--- src/rtl/cmd_par_gate_pkg.sv ---
package cmd_par_gate_pkg;

    typedef enum logic {
        DIR_READ  = 1'b0,
        DIR_WRITE = 1'b1
    } dir_e;

    typedef struct packed {
        logic wr_en;
        logic rd_en;
        logic frame_err;
    } gate_state_t;

    localparam gate_state_t GATE_RESET = '{wr_en: 1'b0, rd_en: 1'b0, frame_err: 1'b0};

endpackage

--- src/rtl/cpg_odd_check.sv ---
module cpg_odd_check #(
    parameter int WIDTH = 8
) (
    input  logic [WIDTH-1:0] bits_in,
    output logic             odd_out
);
    logic [WIDTH-1:0] chain;

    assign chain[0] = bits_in[0];
    for (genvar i = 1; i < WIDTH; i++) begin : g_xor
        assign chain[i] = chain[i-1] ^ bits_in[i];
    end

    assign odd_out = chain[WIDTH-1];
endmodule

--- src/rtl/cpg_decide.sv ---
module cpg_decide
    import cmd_par_gate_pkg::*;
(
    input  logic        strobe,
    input  dir_e        dir,
    input  logic        hdr_clean,
    input  gate_state_t cur,
    output gate_state_t nxt
);
    always_comb begin
        nxt.wr_en     = 1'b0;
        nxt.rd_en     = 1'b0;
        nxt.frame_err = cur.frame_err;
        if (strobe) begin
            nxt.frame_err = ~hdr_clean;
            if (dir == DIR_WRITE) begin
                nxt.wr_en = hdr_clean;
            end else begin
                nxt.rd_en = 1'b1;
            end
        end
    end
endmodule

--- src/rtl/cmd_par_gate.sv ---
module cmd_par_gate
    import cmd_par_gate_pkg::*;
#(
    parameter int ADDR_W = 6
) (
    input  logic              clk,
    input  logic              rst_n,
    input  logic              frame_done,
    input  logic [ADDR_W-1:0] hdr_addr,
    input  logic              hdr_wr,
    input  logic              hdr_par,
    output logic              wr_en,
    output logic              rd_en,
    output logic              frame_err
);
    localparam int HDR_W = ADDR_W + 2;

    logic [HDR_W-1:0] hdr_bits;
    logic             hdr_clean;
    gate_state_t      state_d, state_q;

    assign hdr_bits = {hdr_par, hdr_wr, hdr_addr};

    cpg_odd_check #(.WIDTH(HDR_W)) i_odd (
        .bits_in (hdr_bits),
        .odd_out (hdr_clean)
    );

    cpg_decide i_decide (
        .strobe    (frame_done),
        .dir       (dir_e'(hdr_wr)),
        .hdr_clean (hdr_clean),
        .cur       (state_q),
        .nxt       (state_d)
    );

    always_ff @(posedge clk or negedge rst_n) begin
        if (!rst_n) state_q <= GATE_RESET;
        else        state_q <= state_d;
    end

    assign wr_en     = state_q.wr_en;
    assign rd_en     = state_q.rd_en;
    assign frame_err = state_q.frame_err;


    bad_write_blocked_chk: assert property (@(posedge clk) disable iff (!rst_n)
        (frame_done && hdr_wr && ($countones(hdr_bits) % 2 == 0)) |=> !wr_en);


    read_always_done_chk: assert property (@(posedge clk) disable iff (!rst_n)
        (frame_done && !hdr_wr) |=> rd_en);


    err_raised_chk: assert property (@(posedge clk) disable iff (!rst_n)
        (frame_done && ($countones(hdr_bits) % 2 == 0)) |=> frame_err);


    err_hold_chk: assert property (@(posedge clk) disable iff (!rst_n)
        !frame_done |=> $stable(frame_err));


    no_strobe_idle_chk: assert property (@(posedge clk) disable iff (!rst_n)
        !frame_done |=> (!wr_en && !rd_en));


    enables_exclusive_chk: assert property (@(posedge clk) disable iff (!rst_n)
        $countones({wr_en, rd_en}) <= 1);
endmodule

--- config.mk ---
export PLATFORM = sky130hd
export DESIGN_NAME = cmd_par_gate
export DESIGN_NICKNAME = d
export VERILOG_FILES = /design/src/rtl/cmd_par_gate_pkg.sv /design/src/rtl/cpg_odd_check.sv /design/src/rtl/cpg_decide.sv /design/src/rtl/cmd_par_gate.sv
export SDC_FILE = /design/constraint.sdc
export NUM_CORES = 1
export LEC_CHECK = 0
export ABC_AREA = 0
export BUFFER_PORTS_ARGS = -buffer_cell sky130_fd_sc_hd__clkbuf_2
export CORE_AREA = 2 2 39 41
export DETAILED_ROUTE_END_ITERATION = 10
export DIE_AREA = 0 0 41 43
export GPL_ROUTABILITY_DRIVEN = 1
export PLACE_DENSITY = 0.32
export SLEW_MARGIN = 20
export SYNTH_ARGS = -nofsm -noshare
export SYNTH_HDL_FRONTEND = slang
export SYNTH_HIERARCHICAL = 1
export SYNTH_SLANG_ARGS = --single-unit
--- constraint.sdc ---
create_clock -name clk -period 1.8 [get_ports clk]
set_input_delay 0.18 -clock clk [delete_from_list [all_inputs] [get_ports clk]]
set_output_delay 0.18 -clock clk [all_outputs]
set_load 0.05 [all_outputs]
# After elaboration in Yosys (flattened, before gate mapping)
# Index checks and enable logic that the tools add are counted.
# W data, S select, Z words.
# totals
ff_bits	3
output_inout_bits	3
in_bits	11
wordCells	14
# op_classes
mux	3
bitwise_logic	8
# ops
cell	n
$xor A1 B1 Y1	7
$mux W3	1
$mux W1	2
$not A1 Y1	1

# Logic depth before layout (Yosys ltp)
# depth
ltp_word	9
ltp_mapped	4
depth_no_buf	4

# By module
# The synthesis kept the hierarchy.
# modules_own_cells
mod	seq_area_each_um2	area_each_um2	cells_per_inst	n_inst
cmd_par_gate	75.1	75.1	3	1
cpg_odd_check	0.0	61.3	7	1
cpg_decide	0.0	21.3	4	1

# Worst setup path after synthesis
# Ideal clock, no wire load.
# synth_timing
kind	input port to flip-flop
startpoint	input port hdr_par
endpoint	register state_q (netlist bit wr_en)
arrival_time_ns	0.770
path_buffers	0
required_ns	1.680
path_stages	4
setup_time_ns	0.120
slack_ns	0.911
path_cell_list	xor2_1 -> xnor2_1 -> xnor2_1 -> and3_1
# synth_rtl
element	line	text
from (decl)	cmd_par_gate.sv:11	input logic hdr_par,
to (signal assigned)	cmd_par_gate.sv:39	else state_q <= state_d;
to (decl)	cmd_par_gate.sv:20	gate_state_t state_d, state_q;

# Worst setup path after layout
# layout_timing
startpoint	register state_q (netlist bit frame_err)
endpoint	output port frame_err
# layout_rtl
element	line	text
to (decl)	cmd_par_gate.sv:14	output logic frame_err
# No word-level cell between the ends.

==> metrics.md <==
| Metric | Value |
|---|---|
| Status | completed |
| GRT Total Usage | 4.91% |
| PwrDens | 1090 nW/um^2 |
| Final period util | between 50% and 60% |
| Initial antenna violation count | 0 |
| Static Leakage | about 0.14 nW |
| Register area share after synthesis | 47.6% |
| Layout area overhead | 77.0% |
| Initial core utilization | roughly 11% |
| CP max FO | 2 |
| Setup Total Neg Slack | 0 ns |
| Final min period | just over 1 ns |
| Port Buffers | 13 |
| Critical Path AT | 0.84 ns |
| Clock Skew | 0 ns |
| Max Cap Viol | 0 |
| Die H | 43 um |
| Die W | 41 um |
| Worst Setup Start Kind | flop |
| Hold_sp | hdr_wr |
| HPWL Detailed | around 320 um |
| Share of layout cells above drive strength 1 | 50.0% |
| Die area | 1760 sq um |
| Fin. max-slew vios | 0 |
| Slew headroom | between 80% and 90% |
| Crit path capture type | output port |
| WL final | 357 um |
| DRC viols | 0 |
| Final setup viols | 0 |
| Vias in the first global route | 160 |
| RSZ-0062 raised after global routing | no |
| Hold endpoint | rd_en$_DFF_PN0_ |
| # placed instances | 43 |
| Num CTS Buffers | 3 |
| Mapped cell area | 158 sq um |
| WL/cell | 7.44 um |
| Global-route wire length before repair | 483 um |
| Non-filler cells, final | 48 |
| Ys Warns | 6 |
| 1st-iter DRT viols | 3 |
| Routed via count | 161 |
| CTS root buf | clkbuf_4 |
| Slew @ Worst Pin | 0.277 ns |
| Synth cell types | 7 |
| Cells after Synth | 14 |
| Crit Path Class | reg2out |
| R2R setup slack | approximately 1.2 ns |
| NumNets Final | 44 |
| Vias per inst | 3.35 |
| Critical-path cell list | clkbuf_2 |
| Clk slew on worst S/H paths | ~0.040 ns |
| Ports | 14 |
| Worst path bufs/invs | 1 |
| Row cnt | 14 |
| Slowest cell on crit path | dfrtp_1 |
| CTS tree | built |
| Hold Crit Class | in2reg |
| Yosys reg bits | 3 |
| # diodes | 0 |
| H-tree depth | 1 |
| Critical path required time | 1.62 ns |
| Commonest non-fill, non-tap cell in the layout | clkbuf_2 |
| Largest net degree at the start of global routing | 5 |
| Fillers | around 150 |
| Drt first pass iters | 2 |
| Avg Inst Size Synth | 11.3 sq um |
| Final hold viol count | 0 |
| Worst vdd ir | ~0.00017 V |
| Post-route ant nets | 0 |
| Clk sinks | 3 |
| Crit path max-delay family | flip-flops |
| Most frequent cells in the layout | clkbuf_2 (13), xnor2_1 (6), clkbuf_4 (3), dfrtp_1 (3) |
| Worst r2r dst | frame_err$_DFF_PN0_ |
| Reg2Reg Depth | 2 |
| Syn Nets | 25 |
| CP peak stage delay | 0.33 ns |
| Final Wtd Congestion | ~0.61 |
| Hold path depth | 2 |
| Clock Tree Buf Depth | 2 |
| F_max | 982 MHz |
| Gr ovfl total | 0 |
| Core area | around 1400 sq um |
| Worst-Skew Late Latency | between 0.2 and 0.25 ns |
| Reg2reg start | frame_err$_DFF_PN0_ |
| Postcts setup bufs | 0 |
## logic make-up after synthesis
logic type / synth area share [%]
AO/OA/AOI/OAI: 3.17
XOR/XNOR: 38.9
flip-flops: 47.6
AND/OR/NAND/NOR: 10.3
## how the worst max path moves through the flow
stage	start	end	slack [ns]	depth (start not counted)
finish	frame_err$_DFF_PN0_	frame_err	0.78	1
global route	frame_err$_DFF_PN0_	frame_err	0.75	1
CTS	frame_err$_DFF_PN0_	frame_err	0.77	1
detailed placement	hdr_wr	wr_en$_DFF_PN0_	0.76	5
global placement	hdr_par	wr_en$_DFF_PN0_	0.79	5
floorplan	hdr_par	wr_en$_DFF_PN0_	0.91	4
## cell type report
type | instances | area, sq um | share of cell area (%)
multi-input cells | 11 | 82.6 | 29.6
flip-flops and latches | 3 | 75.1 | 26.9
well taps | 16 | 20.0 | 7.17
repair buffers | 14 | 75.1 | 26.9
clock buffers | 4 | 26.3 | 9.42
## metal layers
layer	share of wire [%]	vias to the layer above	GRT usage (%)	wire [um]
li1	-	79	-	-
met1	32	66	3.19	115
met2	46	14	6.56	164
met3	20	2	1.57	71
met4	1.7	0	10.0	6
met5	0	-	0	0
## Yosys cell counts
cell type  number  area, sq um
a21oi_1         1         5.00
and3_1          1         6.26
dfrtp_1         3         75.1
nor2_1          1         3.75
nor2b_1         1         6.26
xnor2_1         6         52.6
xor2_1          1         8.76
## flip-flops by register name, indices dropped and copies added (netlist names)
name	cells
frame_err	1
rd_en	1
wr_en	1
## metrics by stage
stage / setup WS [ns] / total power, W / hold WS [ns] / instance area, sq um / utilization, %
detailed placement: 0.762 / 0.000188 / -0.0206 / 243 / 17.5
global placement: 0.793 / 0.000186 / -0.0261 / 243 / 17.5
finish: 0.781 / 0.000305 / 0.148 / 279 / 20.2
floorplan: 0.911 / 0.000158 / -0.116 / 158 / -
CTS: 0.766 / 0.000315 / 0.143 / 279 / 20.2
global route: 0.754 / 0.000322 / 0.153 / 279 / 20.2
## timing repair
| action | 4_1_cts | 5_1_grt |
|---|---|---|
| hold endpoints to repair | 3 | 0 |
| hold buffers | 1 | 0 |
| gates resized for setup | 0 | 0 |
## power breakdown
part	total, W	switching, W	internal (W)
Combinational	0.000104	0.0000666	0.0000378
Clock	0.000117	0.0000342	0.0000830
Sequential	0.0000831	0.00000421	0.0000789
No activity file was read; power rests on OpenSTA's default activity.
